## config.mk

```make
export PLATFORM = sky130hd
export DESIGN_NAME = rst_supervisor
export DESIGN_NICKNAME = d
export VERILOG_FILES = /design/src/rtl/rst_supervisor.sv
export SDC_FILE = /design/constraint.sdc
export NUM_CORES = 1
export LEC_CHECK = 0
export ABC_AREA = 1
export BUFFER_PORTS_ARGS = -buffer_cell sky130_fd_sc_hd__buf_2
export CAP_MARGIN = 30
export CORE_MARGIN = 5
export CORE_UTILIZATION = 62
export DETAILED_ROUTE_END_ITERATION = 6
export GPL_TIMING_DRIVEN = 0
export PLACE_DENSITY = 0.92
export SYNTH_ARGS = -nofsm -noshare
export SYNTH_HDL_FRONTEND = slang
export SYNTH_SLANG_ARGS = --single-unit
```

## constraint.sdc

```tcl
create_clock -name clk -period 2.15 [get_ports clk]
set_clock_uncertainty 0.1 [all_clocks]
set_input_delay 0.1075 -clock clk [delete_from_list [all_inputs] [get_ports clk]]
set_output_delay 0.1075 -clock clk [all_outputs]
set_load 0.01 [all_outputs]
```

## src/rtl/rst_supervisor.sv

```systemverilog
module rst_supervisor #(
  parameter int unsigned HOLD_CYCLES   = 2_000_000,
  parameter int unsigned GLITCH_CYCLES = 2,
  parameter int unsigned WD_CYCLES     = 16_000_000
) (
  input  logic clk,
  input  logic rst_n,
  input  logic supply_ok,
  input  logic rst_hi_pin,
  input  logic rst_lo_pin,
  input  logic wdi,
  input  logic cs,
  input  logic wd_src_cs,
  input  logic wd_enable,
  output logic rst_hi_oe,
  output logic rst_lo_oe
);
  localparam int HW = $clog2(HOLD_CYCLES + 1);
  localparam int GW = $clog2(GLITCH_CYCLES + 1);
  localparam int WW = $clog2(WD_CYCLES + 1);
  localparam logic [1:0] BLANK = 2'd2;

  logic [1:0] sup_sy, hi_sy, lo_sy, wdi_sy, cs_sy;
  always_ff @(posedge clk or negedge rst_n)
    if (!rst_n) begin
      sup_sy <= '0;
      hi_sy  <= '0;
      lo_sy  <= '1;
      wdi_sy <= '0;
      cs_sy  <= '0;
    end else begin
      sup_sy <= {sup_sy[0], supply_ok};
      hi_sy  <= {hi_sy[0], rst_hi_pin};
      lo_sy  <= {lo_sy[0], rst_lo_pin};
      wdi_sy <= {wdi_sy[0], wdi};
      cs_sy  <= {cs_sy[0], cs};
    end

  logic [GW-1:0] low_cnt;
  logic under_v;
  always_ff @(posedge clk or negedge rst_n)
    if (!rst_n) begin
      low_cnt <= '0;
      under_v <= 1'b1;
    end else if (sup_sy[1]) begin
      low_cnt <= '0;
      under_v <= 1'b0;
    end else if (low_cnt == GW'(GLITCH_CYCLES - 1)) begin
      under_v <= 1'b1;
    end else begin
      low_cnt <= low_cnt + 1'b1;
    end

  logic rst_q;
  logic [HW-1:0] tmo;
  logic [1:0] blank;
  logic ext_req, wd_fire, trip;
  logic act, act_d, act_edge;
  logic [WW-1:0] wd_cnt;

  assign ext_req  = (blank == 2'd0) && !rst_q && (hi_sy[1] || !lo_sy[1]);
  assign act      = wd_src_cs ? cs_sy[1] : wdi_sy[1];
  assign act_edge = act ^ act_d;
  assign wd_fire  = wd_enable && !rst_q && !act_edge && (wd_cnt == WW'(WD_CYCLES - 1));
  assign trip     = under_v || ext_req || wd_fire;

  always_ff @(posedge clk or negedge rst_n)
    if (!rst_n) act_d <= 1'b0;
    else        act_d <= act;

  always_ff @(posedge clk or negedge rst_n)
    if (!rst_n)                              wd_cnt <= '0;
    else if (!wd_enable || rst_q || act_edge) wd_cnt <= '0;
    else if (wd_fire)                         wd_cnt <= '0;
    else                                      wd_cnt <= wd_cnt + 1'b1;

  always_ff @(posedge clk or negedge rst_n)
    if (!rst_n) begin
      rst_q <= 1'b1;
      tmo   <= '0;
      blank <= '0;
    end else if (trip) begin
      rst_q <= 1'b1;
      tmo   <= '0;
    end else if (rst_q) begin
      if (tmo == HW'(HOLD_CYCLES - 1)) begin
        rst_q <= 1'b0;
        blank <= BLANK;
      end else begin
        tmo <= tmo + 1'b1;
      end
    end else if (blank != 2'd0) begin
      blank <= blank - 1'b1;
    end

  assign rst_hi_oe = rst_q;
  assign rst_lo_oe = rst_q;


  brownout_holds_chk: assert property (@(posedge clk) disable iff (!rst_n)
    under_v |=> rst_q);

  filter_len_chk: assert property (@(posedge clk) disable iff (!rst_n)
    $rose(under_v) |-> $past(low_cnt) == GW'(GLITCH_CYCLES - 1));

  hold_len_chk: assert property (@(posedge clk) disable iff (!rst_n)
    $fell(rst_q) |-> $past(tmo) == HW'(HOLD_CYCLES - 1));

  wd_clear_chk: assert property (@(posedge clk) disable iff (!rst_n)
    $fell(rst_q) |-> wd_cnt == '0);

  ext_rearm_chk: assert property (@(posedge clk) disable iff (!rst_n)
    ext_req |=> rst_q && tmo == '0);

  wd_trip_chk: assert property (@(posedge clk) disable iff (!rst_n)
    wd_fire |=> rst_q);

  wd_restart_chk: assert property (@(posedge clk) disable iff (!rst_n)
    (act_edge && wd_enable && !rst_q) |=> wd_cnt == '0);
endmodule

```

# Word level (Yosys, flattened, before mapping)
# Index checks and enable logic that the tools add are counted.
# word_totals
reg_bits	62
in_bits	9
out_inout_bits	2
elab_cells	61
# op_classes
add_sub_neg	4
n_eq_ne	6
muxes	16
bitwise_logic	2
n_reduce_logical	21
# op_table
operator	count
$mux 21	3
$mux 24	2
$add 24x1->24 const B	1
$eq 24x24->1 const B	1
$add 21x1->21 const B	1
$eq 21x21->1 const B	1
$mux 2	5
$reduce_bool 2->1	4
$mux 1	6
$logic_and 1x1->1	5
$logic_or 1x1->1	5
$logic_not 1->1	4
$ne 2x2->1 const B	2
$reduce_and 3->1	1
$add 2x1->2 const B	1
$eq 2x1->1 const B	1
$logic_not 2->1	1
$ne 2x1->1 const B	1
$reduce_and 2->1	1
$sub 2x1->2 const B	1
$not 1->1	1
$xor 1x1->1	1

# Depth between registers and ports, before layout
# logic_depth
depth_word	8
mapped_depth	11

# Worst setup path after synthesis
# No wires, ideal clock.
# synth_timing
path_kind	register to register
startpoint	register tmo[0]
endpoint	register blank[0]
setup_time_ns	0.118
arrival_time_ns	1.429
slack_ns	0.503
path_stages_with_launch	10
path_buffers	1
period_less_slack_ns	1.647
cell_sequence	dfrtp_1 -> ha_1 -> nand3_2 -> nor2_4 -> nand3_2 -> nand2_4 -> buf_6 -> nand4_2 -> nand2_1 -> nand2_1
# synth_via
elab_chain_len	3
# synth_lines
item	line	text
from (decl)	55	logic [HW-1:0] tmo;
from (signal assigned)	90	tmo <= tmo + 1'b1;
$eq 21x21->1	86	if (tmo == HW'(HOLD_CYCLES - 1)) begin
$ne 2x1->1 (no line)	n/a	
$reduce_and 3->1 (no line)	n/a	
to (signal assigned)	93	blank <= blank - 1'b1;
to (decl)	56	logic [1:0] blank;
# No other way between the ends.
# A chain may end at the register's enable or synchronous reset.

# Final worst setup path
# layout_timing
startpoint	register rst_q (netlist: rst_hi_oe)
endpoint	register blank[1]
# layout_via
elab_chain_len	7
word_cells_on_any_way	13
classes_between	eq/ne: 1; mux: 1; bitwise: 1; reduce/logical: 10
# layout_lines
item	line	text
from (decl)	54	logic rst_q;
from (signal assigned)	79	rst_q <= 1'b1;
from (signal assigned)	83	rst_q <= 1'b1;
from (signal assigned)	87	rst_q <= 1'b0;
$logic_not 1->1	61, 64	
$logic_and 1x1->1, on equally long branches (2 in a row)	61, 64	
$logic_or 1x1->1 or $logic_and 1x1->1 (tied branches)	65, 64	
$logic_or 1x1->1	65	assign trip = under_v || ext_req || wd_fire;
$not 1->1 (no line)	n/a	
$reduce_and 3->1 (no line)	n/a	
# Several ways; a longest one is shown, not always the timed one.

==> metrics.yaml <==
synthesis:
  syn_nets: 467
  synth_area_per_cell_um2: 7.58
  synthSimpleGateAreaFrac_pct: 38.4
  synth_fa_ha_area_share_pct: 1.46
  yosys_most_used_dff: "dfrtp_1"
  async_reset_ff_share_pct: 100
  synth_cell_types: 33
  muxShareOfSynthArea_pct: 0
  synth_edf_count: 0
  yosys.area_share.xor_xnor_pct: 2.80
  ys_ff_latch: 62
  syn_area_um2: 3440
  netlist_instances: 454
  synth_compound_area_share_pct: 4.40
  yosys_warnings: 0
  synth_top_family_by_area: "simple AND/OR/NAND/NOR gates"
  yosysSeqAreaShare_pct: 45.3
clocking:
  numCtsBuffers: 9
  htreeDepth: 3
  clk_latency_ps: 350
  root_buffer: "clkbuf_8"
  cts_buffer_depth: 2
  cts_sinks: 62
  cts_setup_buffers: 0
  cts_tree: "yes"
  cts.clk_slew.worst_paths_ps: 80
setup_path:
  cp-start-kind: "flip-flop"
  startpoint: "rst_hi_oe"
  path_max_fanout: 10
  max_stage_delay_ps: 650
  cpMostUsedCell: "nor2_4"
  crit_slowest_cell: "dfstp_2"
  crit_family: "simple AND/OR/NAND/NOR gates"
  r2r_start: "rst_hi_oe"
  crit_chain: "inv_1, nand2_2, a21oi_2, nor2_4, inv_2, nor2_4, buf_6, nand4_1, nand2_1"
  cp.buffers_inverters: 3
  crit_type: "flip-flop to flip-flop"
  cp.arrival_ps: 2200
  cp.required_ps: 2330
  end_kind: "flip-flop"
finish:
  drive_gt1_share_pct: 14.3
  stdcell_count: 560
  fin_nets: 496
  regArea_um2: 1560
  num-fill-cells: 370
  syn_to_final_growth_pct: 12.6
  num_antenna_cells: 0
  multiInputGateArea_um2: 1620
sta:
  fin_tns_setup_ps: 0
  rsz0062_at_grt: "false"
  fin_ws_ps: 127
  finalHoldViolCount: 0
  worst_pin_slew_ps: 495
  fmax_mhz: 494
  final.min_clock_period_ps: 2020
  setup_viol: 0
  final_max_slew_viol_count: 0
  post-route-period-util_pct: 94.1
  slew-limit-headroom_pct: 67.0
  fin_hold_ws_ps: 146
drt:
  num_vias: 3110
  dr.pass1.iters: 5
  drtIter0Drc: 301
  drcViolationCount: 0
  wl_um: 8160
  post_drt_wl_per_cell_um: 14.6
  avgViaCountPerCell: 5.55
  final_antenna_net_count: 0
power_and_ir_drop:
  clock_power_share_pct: 39.9
  combPwrFrac_pct: 10.8
  netSwitchingFraction_pct: 27.6
  pwr-share-seq_pct: 49.3
  finalPower_mw: 2.63
  power_density_nw_per_um2: 679
  p_switching_mw: 0.727
  p_leak_nw: 1.80
  power.internal_mw: 1.90
  vdd_drop_max_mv: 0.596
job:
  drv_cap: 0
global_route:
  grt_max_degree: 43
  antenna_found_initial: 0
  grt_pass1_vias: 3204
  grt_pass1_wl_um: 14500
  grt_use_total_pct: 25.4
  grt.overflow.total: 0
outcome:
  run_status: "completed"
floorplan:
  die_area_um2: 7140
  ioPinCount: 11
  rows: 27
  die_h_um: 84.5
  start_util_pct: 63.2
  dieWidth_um: 84.5
  coreArea_um2: 5440
placement:
  place_ws_ps: 189
  port_buffers: 10
  place.gp.congestion: 0.922
  dpl.cell_count: 537
  post-dp-hpwl_um: 5210
worst_hold_path:
  min_path_type: "primary input to asynchronous set/reset pin"
## layer usage
layer  up-vias  global-route usage [%]  part of all wire (%)
met5         -                       0                     0
met4         0                    18.0                   5.5
met3        36                    4.61                   5.5
met2       129                    41.6                    49
met1      1450                    29.8                    40
li1       1495                       -                     -
## timing repair
action / 4_1_cts / 5_1_grt
hold buffers: 7 / 0
hold endpoints to repair: 26 / 0
setup endpoints to repair: 0 / 1
resized for setup: 0 / 1
## synthesized netlist by cell type, types with 2 or more instances
cell type	n	area (µm²)
a21oi_1	9	45.0
buf_6	3	33.8
dfrtp_1	58	1450
dfstp_2	4	105
ha_1	4	50.1
inv_1	51	191
inv_2	6	22.5
nand2_1	121	454
nand2_2	5	31.3
nand2_4	2	22.5
nand3_1	28	140
nand3_2	5	50.1
nand4_1	14	87.6
nor2_1	83	312
nor2_2	4	25.0
nor2_4	5	56.3
nor3_1	11	55.1
nor3b_1	4	30.0
o21ai_0	9	45.0
o21ai_1	3	15.0
o21bai_1	2	15.0
or2_2	2	12.5
xor2_1	11	96.3
## flip-flops by register name, summed over array words and instances, names as in the netlist
register and cells:
wd_cnt 24, tmo 21, blank 2, cs_sy 2, hi_sy 2, lo_sy 2, low_cnt 2, sup_sy 2
wdi_sy 2, act_d 1, rst_hi_oe 1, under_v 1
## area by class of cell
type | instances | area share, %
Clock inverter | 5 | 1.52
Timing Repair Buffer | 18 | 3.62
Sequential cell | 62 | 40.2
Multi-Input combinational cell | 330 | 41.9
Inverter | 58 | 5.75
Buffer | 4 | 1.07
Clock buffer | 11 | 3.65
Tap cell | 72 | 2.33
## stage by stage
step	utilization (%)	area (µm²)
after global placement	65.8	3580
after CTS	71.2	3870
after floorplan	-	3440
after global routing	71.2	3870
after detailed placement	66.2	3600
final	71.2	3870
## worst register-to-register path, stage by stage, from the launching register on
cell,delay [ps]
dfstp_2,650
inv_1,110
nand2_2,130
a21oi_2,70
nor2_4,190
inv_2,80
nor2_4,210
buf_6,180
nand4_1,130
nand2_1,120
## logic make-up after synthesis
kind of cell,after synthesis
fa+ha+maj,4
flops,62
xor+xnor,11
compound gates,27
simple gates,288
buf+inv,62
## worst paths after layout
path / cells past startpoint / to / slack (ps)
min in group clk: 5 / wd_cnt[6] / 180
max in group asynchronous: 3 / lo_sy[0] / 1140
setup / recovery: 9 / blank[1] / 130
setup reg to reg: 9 / blank[1] / 130
hold / removal: 2 / wd_cnt[13] / 150
hold reg to reg: 0 / lo_sy[1] / 260
## power by group through the flow
stage	registers [mW]	clock network, mW	logic [mW]
6_report	1.30	1.05	0.285
5_1_grt	1.31	1.12	0.326
4_1_cts	1.29	1.05	0.278
3_5_place_dp	1.32	0	0.265
3_3_place_gp	1.31	0	0.241
2_1_floorplan	1.30	0	0.183
## cells in the final DEF, fill, tap and decap left out, types with 3 or more instances in the layout
| master | n |
|---|---|
| xor2_1 | 11 |
| nand4_1 | 14 |
| o21ai_0 | 9 |
| inv_1 | 51 |
| nor2_2 | 5 |
| buf_2 | 10 |
| nand3_1 | 28 |
| dfstp_2 | 4 |
| buf_6 | 3 |
| ha_1 | 4 |
| nor2_1 | 82 |
| nor2_4 | 5 |
| dlygate4sd3_1 | 7 |
| nand2_2 | 5 |
| nand2_1 | 121 |
| nor3_1 | 11 |
| inv_2 | 6 |
| clkbuf_8 | 10 |
| dfrtp_1 | 58 |
| a21oi_1 | 9 |
| o21ai_1 | 3 |
| nand3_2 | 5 |
| nor3b_1 | 4 |
Power figures use the tool's default switching activity.
